[src/rtl/rtg_pkg.sv]
package rtg_pkg;
   // indices into the shadowed geometry vector (address = index + 1)
   localparam int NTIM    = 9;
   localparam int T_HEXT  = 0;
   localparam int T_HDISP = 1;
   localparam int T_HSB   = 2;
   localparam int T_HSE   = 3;
   localparam int T_VEXT  = 4;
   localparam int T_VDISP = 5;
   localparam int T_VSB   = 6;
   localparam int T_VSE   = 7;
   localparam int T_FETCH = 8;
   // immediate registers
   localparam int A_CTRL  = 0;
   localparam int A_SYNC  = 10;
   localparam int A_DISP  = 11;
   // control bits
   localparam int C_RUN     = 0;
   localparam int C_REFRESH = 1;
   // compacted sync-control vector
   localparam int K_GREEN  = 0;
   localparam int K_ALLOFF = 1;
   localparam int K_HINV   = 2;
   localparam int K_VINV   = 3;
   localparam int K_HOFF   = 4;
   localparam int K_VOFF   = 5;
   localparam int KW       = 6;
endpackage

[src/rtl/rtg_regfile.sv]
module rtg_regfile
   import rtg_pkg::*;
#(
   parameter int CW = 12,
   parameter int AW = 4
) (
   input  logic                       clk,
   input  logic                       rst_n,
   input  logic                       wr_en,
   input  logic [AW-1:0]              wr_addr,
   input  logic [CW-1:0]              wr_data,
   input  logic                       frame_end,
   output logic [NTIM-1:0][CW-1:0]    tim,
   output logic [1:0]                 ctrl,
   output logic [KW-1:0]              sctl,
   output logic                       doff
);
   logic [NTIM-1:0][CW-1:0] shadow;
   logic                    load;

   assign load = !ctrl[C_RUN] || frame_end;

   always_ff @(posedge clk or negedge rst_n) begin
      if (!rst_n) begin
         shadow <= '0;
         tim    <= '0;
         ctrl   <= '0;
         sctl   <= '0;
         doff   <= 1'b0;
      end else begin
         if (load) tim <= shadow;
         if (wr_en) begin
            for (int i = 0; i < NTIM; i++)
               if (wr_addr == AW'(i + 1)) shadow[i] <= wr_data;
            if (wr_addr == AW'(A_CTRL)) ctrl <= wr_data[1:0];
            if (wr_addr == AW'(A_SYNC))
               sctl <= {wr_data[6], wr_data[5], wr_data[4],
                        wr_data[3], wr_data[1], wr_data[0]};
            if (wr_addr == AW'(A_DISP)) doff <= wr_data[1];
         end
      end
   end

   // live geometry only moves at a load point
   a_r3_hold_mid_frame: assert property (@(posedge clk) disable iff (!rst_n)
      !load |=> $stable(tim));
endmodule

[src/rtl/rtg_counters.sv]
module rtg_counters #(
   parameter int CW = 12
) (
   input  logic          clk,
   input  logic          rst_n,
   input  logic          run,
   input  logic [CW-1:0] h_ext,
   input  logic [CW-1:0] v_ext,
   output logic [CW-1:0] h,
   output logic [CW-1:0] v,
   output logic          frame_end
);
   assign frame_end = run && (h == h_ext) && (v == v_ext);

   always_ff @(posedge clk or negedge rst_n) begin
      if (!rst_n) begin
         h <= '0;
         v <= '0;
      end else if (!run) begin
         h <= '0;
         v <= '0;
      end else if (h == h_ext) begin
         h <= '0;
         v <= (v == v_ext) ? '0 : v + 1'b1;
      end else begin
         h <= h + 1'b1;
      end
   end

   a_r2_h_bound: assert property (@(posedge clk) disable iff (!rst_n)
      run |-> (h <= h_ext) && (v <= v_ext));
   a_r2_idle_zero: assert property (@(posedge clk) disable iff (!rst_n)
      !run |=> (h == '0) && (v == '0));
endmodule

[src/rtl/rtg_sync.sv]
module rtg_sync #(
   parameter int CW = 12
) (
   input  logic                clk,
   input  logic                rst_n,
   input  logic                run,
   input  logic [1:0][CW-1:0]  pos,
   input  logic [1:0][CW-1:0]  first,
   input  logic [1:0][CW-1:0]  last,
   input  logic [1:0]          inv,
   input  logic [1:0]          sup,
   output logic [1:0]          level,
   output logic [1:0]          pulse
);
   // axis 0 = horizontal, axis 1 = vertical
   for (genvar a = 0; a < 2; a++) begin : g_axis
      logic raw;
      assign raw      = run && (pos[a] >= first[a]) && (pos[a] <= last[a]);
      assign pulse[a] = raw && !sup[a];
      assign level[a] = pulse[a] ^ inv[a];

      // a suppressed sync sits at its idle level
      a_r7_suppressed: assert property (@(posedge clk) disable iff (!rst_n)
         sup[a] |-> level[a] == inv[a]);
   end
endmodule

[src/rtl/raster_timing_gen.sv]
module raster_timing_gen
   import rtg_pkg::*;
#(
   parameter int CW = 12,
   parameter int AW = 4
) (
   input  logic          clk,
   input  logic          rst_n,
   input  logic          wr_en,
   input  logic [AW-1:0] wr_addr,
   input  logic [CW-1:0] wr_data,
   output logic [CW-1:0] h_pos,
   output logic [CW-1:0] v_pos,
   output logic          de,
   output logic          hsync,
   output logic          vsync,
   output logic          green_sync,
   output logic          fetch_req,
   output logic          frame_start,
   output logic          vblank
);
   if (CW < 7) begin : g_bad_cw
      $error("raster_timing_gen: CW must be at least 7");
   end
   if (AW < 4) begin : g_bad_aw
      $error("raster_timing_gen: AW must be at least 4");
   end

   logic [NTIM-1:0][CW-1:0] tim;
   logic [1:0]              ctrl;
   logic [KW-1:0]           sctl;
   logic                    doff, frame_end, run, refresh;
   logic [1:0][CW-1:0]      pos, first, last;
   logic [1:0]              inv, sup, level, pulse;

   rtg_regfile #(.CW(CW), .AW(AW)) u_regs (
      .clk(clk), .rst_n(rst_n), .wr_en(wr_en), .wr_addr(wr_addr),
      .wr_data(wr_data), .frame_end(frame_end), .tim(tim), .ctrl(ctrl),
      .sctl(sctl), .doff(doff));

   assign run     = ctrl[C_RUN];
   assign refresh = ctrl[C_REFRESH];

   rtg_counters #(.CW(CW)) u_cnt (
      .clk(clk), .rst_n(rst_n), .run(run), .h_ext(tim[T_HEXT]),
      .v_ext(tim[T_VEXT]), .h(h_pos), .v(v_pos), .frame_end(frame_end));

   assign pos   = {v_pos, h_pos};
   assign first = {tim[T_VSB], tim[T_HSB]};
   assign last  = {tim[T_VSE], tim[T_HSE]};
   assign inv   = {sctl[K_VINV], sctl[K_HINV]};
   assign sup   = {sctl[K_VOFF] | sctl[K_ALLOFF], sctl[K_HOFF] | sctl[K_ALLOFF]};

   rtg_sync #(.CW(CW)) u_sync (
      .clk(clk), .rst_n(rst_n), .run(run), .pos(pos), .first(first),
      .last(last), .inv(inv), .sup(sup), .level(level), .pulse(pulse));

   assign hsync       = level[0];
   assign vsync       = level[1];
   assign green_sync  = sctl[K_GREEN] && (|pulse);
   assign de          = run && refresh && !doff &&
                        (h_pos <= tim[T_HDISP]) && (v_pos <= tim[T_VDISP]);
   assign fetch_req   = run && refresh && (h_pos == tim[T_FETCH]);
   assign frame_start = run && (h_pos == '0) && (v_pos == '0);
   assign vblank      = run && (v_pos > tim[T_VDISP]);

   // no active video inside vertical blank
   a_r10_blank_no_de: assert property (@(posedge clk) disable iff (!rst_n)
      vblank |-> !de);
   // a frame never starts inside vertical blank
   a_r10_start_visible: assert property (@(posedge clk) disable iff (!rst_n)
      frame_start |-> !vblank);
   // the fetch request is a single-cycle pulse within a frame
   a_r9_fetch_single: assert property (@(posedge clk) disable iff (!rst_n)
      fetch_req && !frame_end && (tim[T_HEXT] != '0) |=> !fetch_req);
endmodule

[config.mk]
export PLATFORM = sky130hd
export DESIGN_NAME = raster_timing_gen
export DESIGN_NICKNAME = d
export VERILOG_FILES = /design/src/rtl/rtg_pkg.sv /design/src/rtl/rtg_regfile.sv /design/src/rtl/rtg_counters.sv /design/src/rtl/rtg_sync.sv /design/src/rtl/raster_timing_gen.sv
export SDC_FILE = /design/constraint.sdc
export NUM_CORES = 1
export LEC_CHECK = 0
export BUFFER_PORTS_ARGS = -buffer_cell sky130_fd_sc_hd__buf_2
export CELL_PAD_IN_SITES_DETAIL_PLACEMENT = 0
export CELL_PAD_IN_SITES_GLOBAL_PLACEMENT = 1
export CORE_ASPECT_RATIO = 0.75
export CORE_MARGIN = 1.5
export CORE_UTILIZATION = 55
export CTS_BUF_LIST = sky130_fd_sc_hd__clkbuf_2
export DETAILED_ROUTE_END_ITERATION = 10
export PLACE_DENSITY_LB_ADDON = 0.2
export SETUP_SLACK_MARGIN = 0.5
export SYNTH_ARGS = -nofsm -noshare
export SYNTH_HDL_FRONTEND = slang
export SYNTH_SLANG_ARGS = --single-unit
[constraint.sdc]
create_clock -name clk -period 7.7 [get_ports clk]
set_clock_uncertainty 0.1 [all_clocks]
set_input_delay 0.385 -clock clk [delete_from_list [all_inputs] [get_ports clk]]
set_output_delay 0.385 -clock clk [all_outputs]
set_load 0.05 [all_outputs]
==> report_table.html <==
<table>
<tr><th>Metric</th><th>Value</th></tr>
<tr><th colspan="2">Setup path</th></tr>
<tr><td>Type of destination of the critical path</td><td>output pin</td></tr>
<tr><td>Critical path class</td><td>flip-flop to output pin</td></tr>
<tr><td>Biggest cell delay along the critical path</td><td>between 0.6 and 0.7 ns</td></tr>
<tr><td>Crit path max fanout</td><td>10</td></tr>
<tr><td>Category of cells accounting for the largest share of critical-path delay</td><td>simple AND/OR/NAND/NOR gates</td></tr>
<tr><td>Cell with the largest stage delay on the worst path</td><td>sky130_fd_sc_hd__dfrtp_1</td></tr>
<tr><td>Element type at the critical path start</td><td>flip-flop</td></tr>
<tr><td>Reg-to-reg startpoint</td><td>u_cnt.h[1]</td></tr>
<tr><td>Critical path required time</td><td>roughly 7.2 ns</td></tr>
<tr><td>Most frequent CP cell</td><td>sky130_fd_sc_hd__a21oi_1</td></tr>
<tr><td>Arrival time of data at the critical path endpoint</td><td>around 3.5 ns</td></tr>
<tr><td>Worst setup path start</td><td>u_cnt.v[9]</td></tr>
<tr><td>Worst path cell trace</td><td>ha_1 -&gt; and4_1 -&gt; nand4_1 -&gt; a21oi_1 -&gt; a211oi_1 -&gt; a21oi_1 -&gt; nor4_1 -&gt; buf_2</td></tr>
<tr><td>Buffer and inverter count on the worst path</td><td>1</td></tr>
<tr><th colspan="2">Die</th></tr>
<tr><td>Total Die Area</td><td>22,310 um2</td></tr>
<tr><td>DIE WIDTH</td><td>172.0 um</td></tr>
<tr><td>Core Area</td><td>around 21,000 um2</td></tr>
<tr><td>Num rows</td><td>46</td></tr>
<tr><td>Initial core utilization</td><td>0.5592</td></tr>
<tr><td>I/O pin count</td><td>50</td></tr>
<tr><td>Overall die height</td><td>129.7 um</td></tr>
<tr><th colspan="2">Logic synthesis</th></tr>
<tr><td>Main area contributors after synthesis</td><td>sky130_fd_sc_hd__dfrtp_1 (53%), sky130_fd_sc_hd__mux2_2 (15%), sky130_fd_sc_hd__ha_1 (8.1%)</td></tr>
<tr><td>Area of the mapped netlist</td><td>11,780 um2</td></tr>
<tr><td>Fraction of synthesized cell area taken by the top area cell type</td><td>0.5289</td></tr>
<tr><td>Netlist cell types</td><td>42</td></tr>
<tr><td>Number of nets in the synthesized netlist</td><td>1,106</td></tr>
<tr><td>Number of warnings printed during yosys synthesis</td><td>0</td></tr>
<tr><td>Main synth FF type</td><td>sky130_fd_sc_hd__dfrtp_1</td></tr>
<tr><td>EDFF count, synth</td><td>0</td></tr>
<tr><td>Synth area leader</td><td>sky130_fd_sc_hd__dfrtp_1</td></tr>
<tr><td>Avg Synthesized Cell Area</td><td>approximately 12 um2</td></tr>
<tr><td>Async S/R FF share, synth</td><td>1.000</td></tr>
<tr><td>Portion of the post-synthesis area used by sequential elements</td><td>0.5289</td></tr>
<tr><td>Gate count after technology mapping</td><td>between 1,000 and 1,500</td></tr>
<tr><td>Number of flip-flops and latches in the synthesized netlist</td><td>249</td></tr>
<tr><th colspan="2">Finish</th></tr>
<tr><td>Layout Nets</td><td>between 1,000 and 1,500</td></tr>
<tr><td>Final core utilization</td><td>0.6133</td></tr>
<tr><td>Layout overhead on the synthesized area</td><td>9.665%</td></tr>
<tr><td>Most common library cell in the layout ignoring fill and taps</td><td>sky130_fd_sc_hd__dfrtp_1</td></tr>
<tr><td>Commonest non-fill, non-tap cells in the layout</td><td>sky130_fd_sc_hd__dfrtp_1 (249), sky130_fd_sc_hd__mux2_2 (159), sky130_fd_sc_hd__nand2_1 (87)</td></tr>
<tr><td>Proportion of layout cells with a drive suffix above 1</td><td>0.2714</td></tr>
<tr><th colspan="2">Drt</th></tr>
<tr><td>Wirelength per Cell</td><td>just under 20 um</td></tr>
<tr><td>Antenna Violating Nets Remaining</td><td>0</td></tr>
<tr><td>Avg Vias per Cell</td><td>5.506</td></tr>
<tr><td>Routed wire length</td><td>28,080 um</td></tr>
<tr><td>DRC violation count after routing</td><td>0</td></tr>
<tr><td>Via count</td><td>just under 8,000</td></tr>
<tr><td>Detailed Routing Iterations Pass 1</td><td>5</td></tr>
<tr><td>Iteration-0 DRC count of the detailed router</td><td>540</td></tr>
<tr><th colspan="2">Place</th></tr>
<tr><td>Hpwl dp</td><td>18,620 um</td></tr>
<tr><td>Number of buffers added on ports</td><td>49</td></tr>
<tr><td>Final estimated routing congestion in global placement</td><td>about 0.87</td></tr>
<tr><th colspan="2">Clocking</th></tr>
<tr><td>Inserted Clock Buffers</td><td>58</td></tr>
<tr><td>Library cell used as clock root buffer</td><td>sky130_fd_sc_hd__clkbuf_2</td></tr>
<tr><td>Largest buffer count on any clock path</td><td>3</td></tr>
<tr><td>Worst-path clk slew</td><td>0.11 ns</td></tr>
<tr><td>CTS tree</td><td>done</td></tr>
<tr><td>Resized cells post-CTS</td><td>0</td></tr>
<tr><td>Number of H-tree levels</td><td>2</td></tr>
<tr><td>Setup fix buffers added after clock tree synthesis</td><td>0</td></tr>
<tr><td>Clk sink count</td><td>approximately 250</td></tr>
<tr><td>Clock insertion delay at the later pin of the skew report</td><td>0.85 ns</td></tr>
<tr><th colspan="2">Global route</th></tr>
<tr><td>Pin count of the biggest net entering global routing</td><td>109</td></tr>
<tr><td>Global route overflow</td><td>0</td></tr>
<tr><td>Initial antenna violation count</td><td>3</td></tr>
<tr><td>First-pass GRT wire length</td><td>approximately 44,000 um</td></tr>
<tr><td>Total global routing track utilization</td><td>0.2664</td></tr>
<tr><td>Number of global-route vias before repair</td><td>slightly below 8,000</td></tr>
<tr><th colspan="2">Pwr</th></tr>
<tr><td>Switching pwr</td><td>1.239 mW</td></tr>
<tr><td>Internal power consumption</td><td>about 2.4 mW</td></tr>
<tr><td>Fraction of power spent switching nets</td><td>0.3417</td></tr>
<tr><td>Combinational share of power</td><td>0.266</td></tr>
<tr><td>Fraction of power consumed by the clock network</td><td>0.217</td></tr>
<tr><td>Power density over the cells</td><td>280.7 nW/um2</td></tr>
<tr><td>Maximum VDD drop</td><td>0.1687 mV</td></tr>
<tr><td>Share of power burned in registers</td><td>0.517</td></tr>
<tr><td>Leakage power figure</td><td>6.197 nW</td></tr>
<tr><th colspan="2">Hold path</th></tr>
<tr><td>Hold path startpoint</td><td>wr_addr[3]</td></tr>
<tr><td>HP Class</td><td>input port to flip-flop</td></tr>
<tr><th colspan="2">Timing</th></tr>
<tr><td>Final worst path period share</td><td>0.5181</td></tr>
<tr><td>Worst slack on hold paths</td><td>0.1030 ns</td></tr>
<tr><td>Setup TNS</td><td>0 ns</td></tr>
<tr><td>Setup violators final</td><td>0</td></tr>
<tr><td>Slew margin rel.</td><td>0.3814</td></tr>
<tr><td>Final Slew Violations</td><td>0</td></tr>
<tr><td>RSZ-0062 raised after global routing</td><td>false</td></tr>
<tr><td>Least-Margin Pin Slew</td><td>0.9279 ns</td></tr>
<tr><td>Hold Fails Final Rpt</td><td>0</td></tr>
<tr><td>Final period demand of the worst path</td><td>3.990 ns</td></tr>
<tr><td>Highest clock frequency the design can meet</td><td>0.2507 GHz</td></tr>
<tr><th colspan="2">Status</th></tr>
<tr><td>Status</td><td>finished clean</td></tr>
<tr><th colspan="2">Flow run</th></tr>
<tr><td>Number of max-cap violations</td><td>0</td></tr>
</table>
flip-flops by register name (all words and copies together), names as in the netlist:
signal and flops:
u_cnt.h 12, u_regs.ctrl 2, u_regs.shadow 108, u_cnt.v 12, u_regs.sctl 6, u_regs.doff 1
u_regs.tim 108
worst reg2reg max path: stages (launching register included):
cell and delay, ns:
sky130_fd_sc_hd__dfrtp_1 0.60, sky130_fd_sc_hd__xnor2_1 0.17, sky130_fd_sc_hd__nand4_1 0.16, sky130_fd_sc_hd__or3_4 0.51
sky130_fd_sc_hd__o41ai_4 0.39, sky130_fd_sc_hd__buf_4 0.64, sky130_fd_sc_hd__buf_4 0.69, sky130_fd_sc_hd__mux2_2 0.46
area by class of cell:
type	instances	area [um2]
Antenna cell	1	2.502
Clock buffer	83	415.4
Clock inverter	11	41.29
Fill cell	1817	8147
Inverter	72	270.3
Multi-Input combinational cell	641	5070
Sequential cell	249	6231
Tap cell	288	360.3
Timing Repair Buffer	79	528.0
metrics by stage:
step | area, um2 | instances | setup WS, ns | total power [mW]
final | 12920 | 1424 | 3.710 | 3.626
after global routing | 12920 | 1424 | 3.557 | 3.907
after CTS | 12920 | 1423 | 3.679 | 3.660
after detailed placement | 12270 | 1310 | 3.881 | 2.854
after global placement | 12270 | 1310 | 3.977 | 2.817
after floorplan | 11780 | 1011 | 3.950 | 2.558
metal layers:
metal,vias up,GRT usage,part of all wire
li1,3704,-,-
met1,3929,0.4138,0.51
met2,174,0.3795,0.43
met3,34,0.05126,0.048
met4,0,0.07417,0.016
met5,-,0,0
power by group through the flow:
stage               Sequential [mW]  Clock (mW)  Combinational, mW
global route                   1.92       0.892               1.10
floorplan                      1.83           0              0.727
detailed placement             1.90           0              0.956
global placement               1.89           0              0.931
CTS                            1.87       0.818              0.969
finish                         1.87       0.787              0.964
logic make-up (layout without fill, tap and decap cells):
family / count (synthesis) / after routing / synth area share
AOI/OAI and AO/OA: 136 / 136 / 0.06862
xor gates and xnor gates: 52 / 52 / 0.03866
adders and majority gates: 76 / 76 / 0.08072
buffers and inverters: 121 / 245 / 0.04111
DFF: 249 / 249 / 0.5289
muxes: 159 / 159 / 0.1520
other: 0 / 1 / 0
and+or+nand+nor: 218 / 218 / 0.08996
cell usage after synthesis, types with 2 or more instances:
| cell type | count |
|---|---|
| sky130_fd_sc_hd__dfrtp_1 | 249 |
| sky130_fd_sc_hd__mux2_2 | 159 |
| sky130_fd_sc_hd__nand2_1 | 87 |
| sky130_fd_sc_hd__ha_1 | 76 |
| sky130_fd_sc_hd__inv_1 | 72 |
| sky130_fd_sc_hd__o21ai_0 | 70 |
| sky130_fd_sc_hd__xnor2_1 | 33 |
| sky130_fd_sc_hd__nor2_1 | 30 |
| sky130_fd_sc_hd__nand4_1 | 28 |
| sky130_fd_sc_hd__a21oi_1 | 23 |
| sky130_fd_sc_hd__buf_2 | 21 |
| sky130_fd_sc_hd__clkbuf_1 | 21 |
| sky130_fd_sc_hd__xor2_1 | 19 |
| sky130_fd_sc_hd__nand3_1 | 16 |
| sky130_fd_sc_hd__nor2b_1 | 14 |
| sky130_fd_sc_hd__a21o_1 | 9 |
| sky130_fd_sc_hd__nor4_1 | 7 |
| sky130_fd_sc_hd__o21ai_1 | 7 |
| sky130_fd_sc_hd__and3_1 | 6 |
| sky130_fd_sc_hd__buf_1 | 6 |
| sky130_fd_sc_hd__nor3_1 | 6 |
| sky130_fd_sc_hd__or3_1 | 6 |
| sky130_fd_sc_hd__a21boi_0 | 5 |
| sky130_fd_sc_hd__nand2b_1 | 5 |
| sky130_fd_sc_hd__o211ai_1 | 5 |
| sky130_fd_sc_hd__and2_1 | 4 |
| sky130_fd_sc_hd__a211oi_1 | 3 |
| sky130_fd_sc_hd__nor3b_1 | 3 |
| sky130_fd_sc_hd__o21a_1 | 3 |
| sky130_fd_sc_hd__a2111oi_0 | 2 |
| sky130_fd_sc_hd__a311oi_1 | 2 |
| sky130_fd_sc_hd__and4_1 | 2 |
| sky130_fd_sc_hd__nand3b_1 | 2 |
| sky130_fd_sc_hd__o221a_2 | 2 |
path summary, 6_finish.rpt:
kind                                  end  cells after the start  slack (ns)
hold reg to reg            u_regs.tim[20]                      2        0.36
setup / recovery                       de                      8        3.71
setup reg to reg           u_regs.tim[84]                      7        3.82
max in group asynchronous  u_regs.tim[80]                      3        5.88
hold / removal                u_regs.doff                      4        0.10
min in group asynchronous  u_regs.tim[26]                      2        0.12
repair_timing:
item | 4_1_cts | 5_1_grt
hold endpoints to repair | 221 | 0
hold buffers | 19 | 0
setup endpoints to repair | 0 | 0
No activity file was read; power rests on OpenSTA's default activity.
